**config.mk**
```make
export PLATFORM = sky130hd
export DESIGN_NAME = pflash_cmd_seq
export DESIGN_NICKNAME = d
export VERILOG_FILES = /design/src/rtl/pfc_pkg.sv /design/src/rtl/pfc_cmd_decode.sv /design/src/rtl/pfc_prog_ctrl.sv /design/src/rtl/pfc_array.sv /design/src/rtl/pflash_cmd_seq.sv
export SDC_FILE = /design/constraint.sdc
export NUM_CORES = 1
export LEC_CHECK = 0
export BUFFER_PORTS_ARGS = -buffer_cell sky130_fd_sc_hd__buf_2
export CAP_MARGIN = 10
export CORE_UTILIZATION = 57
export DETAILED_ROUTE_END_ITERATION = 12
export PLACE_DENSITY = 0.73
export SLEW_MARGIN = 40
export SYNTH_ARGS = -nofsm -noshare
export SYNTH_HDL_FRONTEND = slang
export SYNTH_SLANG_ARGS = --single-unit
export TNS_END_PERCENT = 10
```
**constraint.sdc**
```tcl
create_clock -name clk -period 3.8 [get_ports clk]
set_clock_uncertainty 0.05 [all_clocks]
set_input_delay 0 -clock clk [delete_from_list [all_inputs] [get_ports clk]]
set_output_delay 0 -clock clk [all_outputs]
set_load 0.03 [all_outputs]
```
**src/rtl/pfc_pkg.sv**
```systemverilog
package pfc_pkg;

  // Command byte values, decoded from the low byte of the write data
  localparam logic [7:0] CMD_BYPASS = 8'hA0;
  localparam logic [7:0] CMD_PAIR   = 8'h50;
  localparam logic [7:0] CMD_QUAD   = 8'h56;
  localparam logic [7:0] CMD_RESET  = 8'hF0;

  // Status word bit positions
  localparam int ST_BUSY = 0;
  localparam int ST_ERR  = 1;
  localparam int ST_TOG  = 2;

  // Largest page gathered by one command
  localparam int PAGE_MAX = 4;
  localparam int IDX_W    = $clog2(PAGE_MAX);

  typedef enum logic [1:0] {
    SEQ_READ    = 2'd0,
    SEQ_BYP     = 2'd1,
    SEQ_COLLECT = 2'd2
  } seq_state_e;

endpackage

```
**src/rtl/pfc_cmd_decode.sv**
```systemverilog
module pfc_cmd_decode
  import pfc_pkg::*;
#(
  parameter int ADDR_W = 6,
  parameter int DATA_W = 8
) (
  input  logic                                clk,
  input  logic                                rst_n,
  input  logic                                bus_wr_i,
  input  logic [ADDR_W-1:0]                   bus_addr_i,
  input  logic [DATA_W-1:0]                   bus_wdata_i,
  input  logic                                bypass_en_i,
  input  logic                                prog_busy_i,
  output logic                                start_o,
  output logic                                start_byp_o,
  output logic [2:0]                          start_len_o,
  output logic [PAGE_MAX-1:0][ADDR_W-1:0]     page_addr_o,
  output logic [PAGE_MAX-1:0][DATA_W-1:0]     page_data_o,
  output logic                                abort_o,
  output logic                                err_o
);

  seq_state_e                      st_q, st_d;
  logic [IDX_W-1:0]                cnt_q, cnt_d;
  logic [2:0]                      len_q, len_d;
  logic [PAGE_MAX-1:0][ADDR_W-1:0] addr_q, addr_d;
  logic [PAGE_MAX-1:0][DATA_W-1:0] data_q, data_d;
  logic                            err_q, err_d;
  logic                            adj_ok;
  logic [7:0]                      cmd;

  assign cmd = bus_wdata_i[7:0];

  // Adjacency: all page addresses share the bits above the page index
  always_comb begin
    adj_ok = 1'b1;
    for (int i = 0; i < PAGE_MAX; i++) begin
      logic [ADDR_W-1:0] a;
      a = (i == int'(cnt_q)) ? bus_addr_i : addr_q[i];
      if (i < int'(len_q)) begin
        if (len_q == 3'd2) begin
          if (a[ADDR_W-1:1] != addr_q[0][ADDR_W-1:1]) adj_ok = 1'b0;
        end else begin
          if (a[ADDR_W-1:2] != addr_q[0][ADDR_W-1:2]) adj_ok = 1'b0;
        end
      end
    end
  end

  always_comb begin
    st_d        = st_q;
    cnt_d       = cnt_q;
    len_d       = len_q;
    addr_d      = addr_q;
    data_d      = data_q;
    err_d       = err_q;
    start_o     = 1'b0;
    start_byp_o = 1'b0;
    abort_o     = 1'b0;
    if (bus_wr_i) begin
      if (prog_busy_i) begin
        abort_o = (cmd == CMD_RESET);
      end else begin
        case (st_q)
          SEQ_READ: begin
            if (err_q) begin
              if (cmd == CMD_RESET) err_d = 1'b0;
            end else begin
              case (cmd)
                CMD_BYPASS: begin
                  if (bypass_en_i) begin
                    st_d  = SEQ_BYP;
                    len_d = 3'd1;
                  end
                end
                CMD_PAIR: begin
                  st_d  = SEQ_COLLECT;
                  len_d = 3'd2;
                  cnt_d = '0;
                end
                CMD_QUAD: begin
                  st_d  = SEQ_COLLECT;
                  len_d = 3'd4;
                  cnt_d = '0;
                end
                default: ;
              endcase
            end
          end
          SEQ_BYP: begin
            addr_d[0]   = bus_addr_i;
            data_d[0]   = bus_wdata_i;
            start_o     = 1'b1;
            start_byp_o = 1'b1;
            st_d        = SEQ_READ;
          end
          SEQ_COLLECT: begin
            addr_d[cnt_q] = bus_addr_i;
            data_d[cnt_q] = bus_wdata_i;
            if ({1'b0, cnt_q} == len_q - 3'd1) begin
              st_d = SEQ_READ;
              if (adj_ok) start_o = 1'b1;
              else        err_d   = 1'b1;
            end else begin
              cnt_d = cnt_q + 1'b1;
            end
          end
          default: st_d = SEQ_READ;
        endcase
      end
    end
  end

  always_ff @(posedge clk or negedge rst_n) begin
    if (!rst_n) begin
      st_q   <= SEQ_READ;
      cnt_q  <= '0;
      len_q  <= 3'd1;
      addr_q <= '0;
      data_q <= '0;
      err_q  <= 1'b0;
    end else begin
      st_q   <= st_d;
      cnt_q  <= cnt_d;
      len_q  <= len_d;
      addr_q <= addr_d;
      data_q <= data_d;
      err_q  <= err_d;
    end
  end

  assign start_len_o = len_q;
  assign page_addr_o = addr_d;
  assign page_data_o = data_d;
  assign err_o       = err_q;

endmodule

```
**src/rtl/pfc_prog_ctrl.sv**
```systemverilog
module pfc_prog_ctrl
  import pfc_pkg::*;
#(
  parameter int ADDR_W   = 6,
  parameter int DATA_W   = 8,
  parameter int WORD_CYC = 5
) (
  input  logic                            clk,
  input  logic                            rst_n,
  input  logic                            start_i,
  input  logic                            start_byp_i,
  input  logic [2:0]                      start_len_i,
  input  logic [PAGE_MAX-1:0][ADDR_W-1:0] page_addr_i,
  input  logic [PAGE_MAX-1:0][DATA_W-1:0] page_data_i,
  input  logic                            abort_i,
  output logic                            busy_o,
  output logic                            we_o,
  output logic [ADDR_W-1:0]               we_addr_o,
  output logic [DATA_W-1:0]               we_data_o
);

  localparam int              CYC_W    = $clog2(WORD_CYC + 1);
  localparam logic [CYC_W-1:0] CYC_LAST = CYC_W'(WORD_CYC - 1);

  logic                            busy_q, busy_d;
  logic                            byp_q, byp_d;
  logic [2:0]                      len_q, len_d;
  logic [IDX_W-1:0]                idx_q, idx_d;
  logic [CYC_W-1:0]                cyc_q, cyc_d;
  logic [PAGE_MAX-1:0][ADDR_W-1:0] addr_q, addr_d;
  logic [PAGE_MAX-1:0][DATA_W-1:0] data_q, data_d;
  logic                            kill, word_done;

  assign kill      = abort_i && !byp_q;
  assign word_done = busy_q && (cyc_q == CYC_LAST);

  always_comb begin
    busy_d = busy_q;
    byp_d  = byp_q;
    len_d  = len_q;
    idx_d  = idx_q;
    cyc_d  = cyc_q;
    addr_d = addr_q;
    data_d = data_q;
    if (start_i) begin
      busy_d = 1'b1;
      byp_d  = start_byp_i;
      len_d  = start_len_i;
      idx_d  = '0;
      cyc_d  = '0;
      addr_d = page_addr_i;
      data_d = page_data_i;
    end else if (busy_q) begin
      if (kill) begin
        busy_d = 1'b0;
      end else if (word_done) begin
        cyc_d = '0;
        if ({1'b0, idx_q} == len_q - 3'd1) busy_d = 1'b0;
        else                               idx_d  = idx_q + 1'b1;
      end else begin
        cyc_d = cyc_q + 1'b1;
      end
    end
  end

  always_ff @(posedge clk or negedge rst_n) begin
    if (!rst_n) begin
      busy_q <= 1'b0;
      byp_q  <= 1'b0;
      len_q  <= 3'd1;
      idx_q  <= '0;
      cyc_q  <= '0;
      addr_q <= '0;
      data_q <= '0;
    end else begin
      busy_q <= busy_d;
      byp_q  <= byp_d;
      len_q  <= len_d;
      idx_q  <= idx_d;
      cyc_q  <= cyc_d;
      addr_q <= addr_d;
      data_q <= data_d;
    end
  end

  assign busy_o    = busy_q;
  assign we_o      = word_done && !kill;
  assign we_addr_o = addr_q[idx_q];
  assign we_data_o = data_q[idx_q];

endmodule

```
**src/rtl/pfc_array.sv**
```systemverilog
module pfc_array #(
  parameter int ADDR_W = 6,
  parameter int DATA_W = 8
) (
  input  logic              clk,
  input  logic              rst_n,
  input  logic              we_i,
  input  logic [ADDR_W-1:0] waddr_i,
  input  logic [DATA_W-1:0] wdata_i,
  input  logic              erase_i,
  input  logic [ADDR_W-1:0] raddr_i,
  output logic [DATA_W-1:0] rdata_o
);

  localparam int DEPTH = 1 << ADDR_W;

  logic [DEPTH-1:0][DATA_W-1:0] mem_q;
  logic [DEPTH-1:0][DATA_W-1:0] word_d;
  logic [DEPTH-1:0]             word_en;

  for (genvar g = 0; g < DEPTH; g++) begin : g_word
    // Program can only clear bits; erase restores ones
    assign word_en[g] = erase_i || (we_i && (waddr_i == ADDR_W'(g)));
    assign word_d[g]  = erase_i ? {DATA_W{1'b1}} : (mem_q[g] & wdata_i);

    always_ff @(posedge clk or negedge rst_n) begin
      if (!rst_n)          mem_q[g] <= {DATA_W{1'b1}};
      else if (word_en[g]) mem_q[g] <= word_d[g];
    end
  end

  assign rdata_o = mem_q[raddr_i];

endmodule

```
**src/rtl/pflash_cmd_seq.sv**
```systemverilog
module pflash_cmd_seq
  import pfc_pkg::*;
#(
  parameter int ADDR_W   = 6,
  parameter int DATA_W   = 8,
  parameter int WORD_CYC = 5
) (
  input  logic              clk,
  input  logic              rst_n,
  input  logic              bus_wr,
  input  logic              bus_rd,
  input  logic [ADDR_W-1:0] bus_addr,
  input  logic [DATA_W-1:0] bus_wdata,
  input  logic              bypass_en,
  input  logic              erase_all,
  output logic [DATA_W-1:0] rd_data,
  output logic              busy
);

  logic                            start, start_byp, abort, dec_err;
  logic [2:0]                      start_len;
  logic [PAGE_MAX-1:0][ADDR_W-1:0] page_addr;
  logic [PAGE_MAX-1:0][DATA_W-1:0] page_data;
  logic                            prog_we;
  logic [ADDR_W-1:0]               prog_addr;
  logic [DATA_W-1:0]               prog_data;
  logic [DATA_W-1:0]               arr_rdata;
  logic [DATA_W-1:0]               status;
  logic                            tog_q, tog_d;
  logic [DATA_W-1:0]               rd_q, rd_d;

  pfc_cmd_decode #(.ADDR_W(ADDR_W), .DATA_W(DATA_W)) u_dec (
    .clk         (clk),
    .rst_n       (rst_n),
    .bus_wr_i    (bus_wr),
    .bus_addr_i  (bus_addr),
    .bus_wdata_i (bus_wdata),
    .bypass_en_i (bypass_en),
    .prog_busy_i (busy),
    .start_o     (start),
    .start_byp_o (start_byp),
    .start_len_o (start_len),
    .page_addr_o (page_addr),
    .page_data_o (page_data),
    .abort_o     (abort),
    .err_o       (dec_err)
  );

  pfc_prog_ctrl #(.ADDR_W(ADDR_W), .DATA_W(DATA_W), .WORD_CYC(WORD_CYC)) u_ctrl (
    .clk         (clk),
    .rst_n       (rst_n),
    .start_i     (start),
    .start_byp_i (start_byp),
    .start_len_i (start_len),
    .page_addr_i (page_addr),
    .page_data_i (page_data),
    .abort_i     (abort),
    .busy_o      (busy),
    .we_o        (prog_we),
    .we_addr_o   (prog_addr),
    .we_data_o   (prog_data)
  );

  pfc_array #(.ADDR_W(ADDR_W), .DATA_W(DATA_W)) u_arr (
    .clk     (clk),
    .rst_n   (rst_n),
    .we_i    (prog_we),
    .waddr_i (prog_addr),
    .wdata_i (prog_data),
    .erase_i (erase_all && !busy),
    .raddr_i (bus_addr),
    .rdata_o (arr_rdata)
  );

  always_comb begin
    status          = '0;
    status[ST_BUSY] = busy;
    status[ST_ERR]  = dec_err;
    status[ST_TOG]  = tog_q;
  end

  always_comb begin
    tog_d = tog_q;
    rd_d  = rd_q;
    if (bus_rd) begin
      rd_d = (busy || dec_err) ? status : arr_rdata;
      if (busy) tog_d = ~tog_q;
    end
  end

  always_ff @(posedge clk or negedge rst_n) begin
    if (!rst_n) begin
      tog_q <= 1'b0;
      rd_q  <= '0;
    end else begin
      tog_q <= tog_d;
      rd_q  <= rd_d;
    end
  end

  assign rd_data = rd_q;

endmodule

```
# [Word level (Yosys, flattened, before mapping)]
# Index checks and enable logic that the tools add are counted.
[word_totals] inputBits=20 register_bits=651 wordCells=562
[classes] addsub=5 n_bitwise=67 magnitude_cmp=8 eq_ne=94 n_mux=145 reduce_logical=152
[op_table] op="two-way mux 8 bit" count=68
[op_table] op="bitwise AND 8 bit" count=64
[op_table] op="equality test 6 bit, second input constant" count=32
[op_table] op="equality test 6 x 5 -> 1 bit, second input constant" count=16
[op_table] op="two-way mux 24 bit" count=3
[op_table] op="logical AND 1 bit" count=69
[op_table] op="logical OR 1 bit" count=65
[op_table] op="two-way mux 32 bit" count=2
[op_table] op="binary-select mux 8 bit (select 6 bit)" count=1
[op_table] op="equality test 6 x 4 -> 1 bit, second input constant" count=8
[op_table] op="two-way mux 6 bit" count=6
[op_table] op="two-way mux 1 bit" count=34
[op_table] op="bitwise mux 32 bit" count=1
[op_table] op="bitwise mux 24 bit" count=1
[op_table] op="equality test 6 x 3 -> 1 bit, second input constant" count=4
[op_table] op="two-way mux 2 bit" count=11
[op_table] op="!= test 5 bit" count=4
[op_table] op="two-way mux 18 bit" count=1
[op_table] op="AND reduction 6 bit" count=3
[op_table] op="binary-select mux 8 bit (select 2 bit)" count=1
[op_table] op="demux 8 bit (select 2 bit)" count=1
[op_table] op="equality test 8 x 7 -> 1 bit, second input constant" count=2
[op_table] op="equality test 8 bit, second input constant" count=2
[op_table] op="!= test 4 bit" count=4
[op_table] op="other kinds (39)" count=68

# [Longest topological paths before layout]
[logic_depth] ltp_word=22 depth_mapped=11 ltp_nobuf=9

# [Modules after synthesis]
# From an unflattened synthesis, not the netlist that was laid out.
[hier_totals] hier_cells=2595 area_unflattened_um2=30885.9
[by_module_without_submodules] mod="pfc_array" cells_each=2074 area_each_um2=24190.7 instances=1
[by_module_without_submodules] mod="pfc_cmd_decode" cells_each=292 area_each_um2=3360.7 instances=1
[by_module_without_submodules] mod="pfc_prog_ctrl" cells_each=187 area_each_um2=2934.1 instances=1
[by_module_without_submodules] mod="pflash_cmd_seq" cells_each=42 area_each_um2=400.4 instances=1

# [Least setup slack after synthesis]
# Ideal clock, no wire load.
[synth_path] path_type="register -> register" start="register u_dec.cnt_q[1]" end="register u_ctrl.addr_q[21] (netlist name)" required_time_ps=3622 setup_ps=128 n_path_buf=2 stages_incl_launch_ff=12 setup_slack_ps=1114 arrival_ps=2508 path_cell_list="dfrtp_1 -> inv_1 -> ha_1 -> buf_6 -> mux2i_1 -> xnor2_1 -> a221oi_2 -> o22ai_1 -> nor4_4 -> nor2_4 -> buf_6 -> mux2_1"
[synth_via] elab_chain_len=20
[synth_rtl] element="from (decl)" line_no="pfc_cmd_decode.sv:24" text="logic [IDX_W-1:0] cnt_q, cnt_d;"
[synth_rtl] element="from (signal assigned)" line_no="pfc_cmd_decode.sv:124" text="cnt_q <= cnt_d;"
[synth_rtl] element="zero test 2 bit" line_no="pfc_cmd_decode.sv:39" text="a = (i == int'(cnt_q)) ? bus_addr_i : addr_q[i];"
[synth_rtl] element="two-way mux 6 bit" line_no="pfc_cmd_decode.sv:39"
[synth_rtl] element="!= test 5 bit or != test 4 bit (tied branches)" line_no="pfc_cmd_decode.sv:42, pfc_cmd_decode.sv:44"
[synth_rtl] element="two-way mux 1 bit, on equally long branches" line_no="pfc_cmd_decode.sv:42, pfc_cmd_decode.sv:44"
[synth_rtl] element="two-way mux 1 bit" line_no="pfc_cmd_decode.sv:41" text="if (len_q == 3'd2) begin"
[synth_rtl] element="two-way mux 1 bit" line_no="pfc_cmd_decode.sv:40" text="if (i < int'(len_q)) begin"
[synth_rtl] element="two-way mux 1 bit, on equally long branches" line_no="pfc_cmd_decode.sv:44, pfc_cmd_decode.sv:42"
[synth_rtl] element="two-way mux 1 bit" line_no="pfc_cmd_decode.sv:41"
[synth_rtl] element="(+4 left out)"
[synth_rtl] element="two-way mux 1 bit, on equally long branches" line_no="pfc_cmd_decode.sv:44, pfc_cmd_decode.sv:42"
[synth_rtl] element="two-way mux 1 bit" line_no="pfc_cmd_decode.sv:41"
[synth_rtl] element="two-way mux 1 bit" line_no="pfc_cmd_decode.sv:40"
[synth_rtl] element="two-way mux 1 bit" line_no="pfc_cmd_decode.sv:102" text="if (adj_ok) start_o = 1'b1;"
[synth_rtl] element="two-way mux 1 bit" line_no="pfc_cmd_decode.sv:100" text="if ({1'b0, cnt_q} == len_q - 3'd1) begin"
[synth_rtl] element="case mux 1 bit (2 select lines)" line_no="pfc_cmd_decode.sv:64" text="case (st_q)"
[synth_rtl] element="two-way mux 1 bit" line_no="pfc_cmd_decode.sv:61" text="if (prog_busy_i) begin"
[synth_rtl] element="two-way mux 1 bit" line_no="pfc_cmd_decode.sv:60" text="if (bus_wr_i) begin"
[synth_rtl] element="to (signal assigned)" line_no="pfc_prog_ctrl.sv:81" text="addr_q <= addr_d;"
[synth_rtl] element="to (decl)" line_no="pfc_prog_ctrl.sv:30" text="logic [PAGE_MAX-1:0][ADDR_W-1:0] addr_q, addr_d;"
# Parallel ways exist; a longest one is shown, timed or not.
# A chain may end at the register's enable or synchronous reset.

# [Worst setup path in the final report]
[layout_path] start="register u_dec.cnt_q[1]" end="register u_ctrl.addr_q[23] (netlist name)"
# Same word-level chain as after synthesis.

==> reports/qor.csv <==
metric,value,unit
status,"finished, violations left",
violated checks,negative hold slack,
worst endpoint required time,4.22,ns
DR vias/cell,6.384,
wire per inst,23.58,µm
RePlAce Congestion,0.9381,
number of global-route vias before repair,20810,
post-route cell area,0.03276,mm²
Max Slew Vio Count,0,
final WL,76020,µm
top_reg_cell synth,dfstp_2,
largest net degree at the start of global routing,121,
syn_nets,2538,
register share of total power,43.3,%
number of top-level pins,29,
"Slowest-stage cell, CP",nor4_4,
Hold Path Class,in -> reg,
routing usage on met1,42.03,%
Comb pwr share,21.8,%
critical path capture point type,register,
M2 GR Usage,45.91,%
CTS Buffer Depth,3,
post-route ant nets,0,
Async SR Flop Fraction,100.0,%
crit path cell chain,inv_1 > ha_1 > mux2i_1 > xnor2_1 > a221oi_2 > o22ai_1 > nor4_4 > nor2_4 > buf_12 > mux2_1,
die area,0.05296,mm²
total gr overflow,0,
port bufs,28,
synthesized instance count,2505,
number of synthesized flops with an enable pin,0,
Synth warnings,0,
clock latency on the worst-skew pair,0.62,ns
post-CTS setup buffer count,0,
max_slew headroom,45.89,%
htree depth,3,
Layout area overhead,10.44,%
clock root cell,clkbuf_16,
sequential share of the synthesized area,57.09,%
min cycle time layout,3.173,ns
Max Fanout on Critical Path,61,
startpoint types,register,
drt initial violations,2218,
Arrival @ worst endpoint,3.60,ns
Net Sw Power,5799,µW
final setup fails,0,
Synth Cell Area,0.02966,mm²
DP Area,0.03044,mm²
unrepaired setup endpoints after global routing,no,
clock network fraction of design power,34.9,%
TritonCTS clock tree,done,
met3 GRT Util,5.283,%
Final Hold Viols,1,
antenna violations before repair,1,
worst slack at placement,0.6813,ns
pwr dens,550.2,mW/mm²
Core Rows,83,
detailed placement HPWL,47910,µm
Final period util,83.50,%
TritonCTS buffer count,67,
switching part of the total,32.17,%
Num Clock Sinks,651,
Die H,230.1,µm
GRT Total Usage,29.59,%
Synth cell types,60,
die span in x,230.1,µm
# Max-Cap Violations,0,
Buffers & Inverters on Critical Path,2,
fmax,315.2,MHz
DR vias,20580,
final setup margin,0.6269,ns
Power Internal,12230,µW
VDD IR max,0.4319,mV
share of cells above drive strength 1,38.10,%
clock-pin slew on the worst setup and hold paths,0.06,ns
tightest hold margin,-0.004084,ns
CP Class,reg -> reg,
residual DRC count,0,
Max stage delay on crit path,0.51,ns
Leak,0.01264,µW
"FF+latch count, synth",651,
Starting Density,57.70,%
Least-Margin Pin Slew,0.8117,ns
post-cts sizing count,0,
first-pass GRT wire length,121200,µm
synthesized area per cell,11.84,µm²
critical path's top delay family,multiplexers,
Layout Nets,2528,
fillers,3794,
Core Box Area,0.05141,mm²
Post-Route Setup TNS,0,ns
iteration count of the initial detailed-routing pass,5,
GRT busiest layer,met2,
## power by group through the flow
| stage | Clock [µW] | Sequential, µW | Combinational [µW] |
|---|---|---|---|
| after floorplan | 0 | 7780 | 2550 |
| after global placement | 0 | 7860 | 3720 |
| after detailed placement | 0 | 7890 | 3830 |
| after CTS | 6370 | 7790 | 3860 |
| after global routing | 6640 | 7840 | 4190 |
| final | 6280 | 7800 | 3940 |
## synth_stat cells, drive strengths merged, types with 2 or more instances
master	instances	area share, %
dfstp	514	46
nand2b	13	0.27
ha	13	0.55
a21oi	5	0.084
a221oi	6	0.20
a22oi	7	0.18
nor3b	2	0.067
nor2	41	0.54
mux4	163	12
buf	60	1.3
or4	3	0.089
or2	3	0.063
clkbuf	122	1.5
o211ai	3	0.076
dfrtp	137	12
o21ai	537	9.1
inv	23	0.29
o41ai	3	0.11
mux2	88	3.9
nand2	612	8.0
o21bai	2	0.051
and2	4	0.084
nor4	6	0.18
nor3	11	0.19
a21o	3	0.076
a32oi	4	0.12
nor2b	4	0.11
nand3	13	0.22
and3	4	0.084
mux2i	45	1.5
xnor2	20	0.59
xor2	10	0.30
a22o	11	0.32
o22ai	2	0.042
a31oi	2	0.042
## path summary, 6_finish.rpt
kind | startpoint | end | slack (ns) | depth (start not counted)
setup / recovery | u_dec.cnt_q[1]$_DFFE_PN0P_ | u_ctrl.addr_q[23]$_DFFE_PN0N_ | 0.63 | 10
hold / removal | bus_addr[0] | u_dec.addr_q[0]$_DFF_PN0_ | -0.004 | 2
setup reg to reg | u_dec.cnt_q[1]$_DFFE_PN0P_ | u_ctrl.addr_q[23]$_DFFE_PN0N_ | 0.63 | 10
hold reg to reg | u_arr.mem_q[256]$_DFFE_PN1P_ | u_arr.mem_q[256]$_DFFE_PN1P_ | 0.43 | 2
max in group asynchronous | rst_n | u_arr.mem_q[174]$_DFFE_PN1P_ | 2.03 | 5
min in group asynchronous | rst_n | u_dec.data_q[3]$_DFF_PN0_ | 0.36 | 3
## cell usage in the layout (no fill, tap or decap), types with 15 or more instances in the layout
master,netlist,routed
mux2_2,37,37
nor2_1,40,40
mux2_4,45,45
o21ai_0,526,526
xnor2_1,20,20
mux2i_1,45,45
buf_2,35,25
dlygate4sd3_1,0,20
dfstp_2,514,514
mux4_2,163,160
dfrtp_1,137,137
buf_12,1,15
nand2_1,602,599
clkbuf_1,122,18
clkbuf_16,0,68
inv_1,23,23
buf_4,8,39
## what timing repair did
item	in CTS	in global routing
hold buffers	19	1
endpoints found under the hold margin	209	30
endpoints found under the setup margin	0	0
## sequential cells by signal, indices dropped and copies added, names as in the netlist, 2 cells and up
register           flops
rd_data                8
u_arr.mem_q          512
u_ctrl.addr_q         24
u_ctrl.cyc_q           3
u_ctrl.data_q         32
u_ctrl.idx_q           2
u_ctrl.len_q           3
u_dec.addr_q          24
u_dec.cnt_q            2
u_dec.data_q          32
u_dec.st_q             2
u_dec.start_len_o      3
## metal layers
| metal | wire [µm] | vias up |
|---|---|---|
| met4 | 2794 | 2 |
| met3 | 5538 | 173 |
| met5 | 13 | - |
| li1 | - | 8749 |
| met1 | 31580 | 10730 |
| met2 | 36090 | 931 |
## per-stage QoR
step / util (%) / cells / total power, µW
3_5_place_dp: 59.22 / 3085 / 11710
4_1_cts: 63.63 / 3221 / 18020
5_1_grt: 63.72 / 3223 / 18680
2_1_floorplan: - / 2505 / 10340
6_report: 63.73 / 3224 / 18020
3_3_place_gp: 59.20 / 3085 / 11580
## final cells by class
type                            count  area [µm²]  share of cell area (%)
Antenna cell                        1       2.502                0.007639
Tap cell                          680       850.8                   2.597
Clock buffer                       97        1921                   5.863
Clock inverter                     20       155.1                  0.4736
Timing Repair Buffer              103       985.9                   3.010
Multi-Input combinational cell   1649       11820                   36.09
Sequential cell                   651       16930                   51.69
Inverter                           23       86.33                  0.2635
## cell families after synthesis
group / Yosys count / synth area share (%)
buffers and inverters: 205 / 3.176
xor gates and xnor gates: 30 / 0.8858
DFF: 651 / 57.09
adders and majority gates: 13 / 0.5484
AOI/OAI and AO/OA: 591 / 10.55
muxes: 296 / 17.80
and+or+nand+nor: 719 / 9.951
Note: power is estimated with default switching activity, not from simulation.
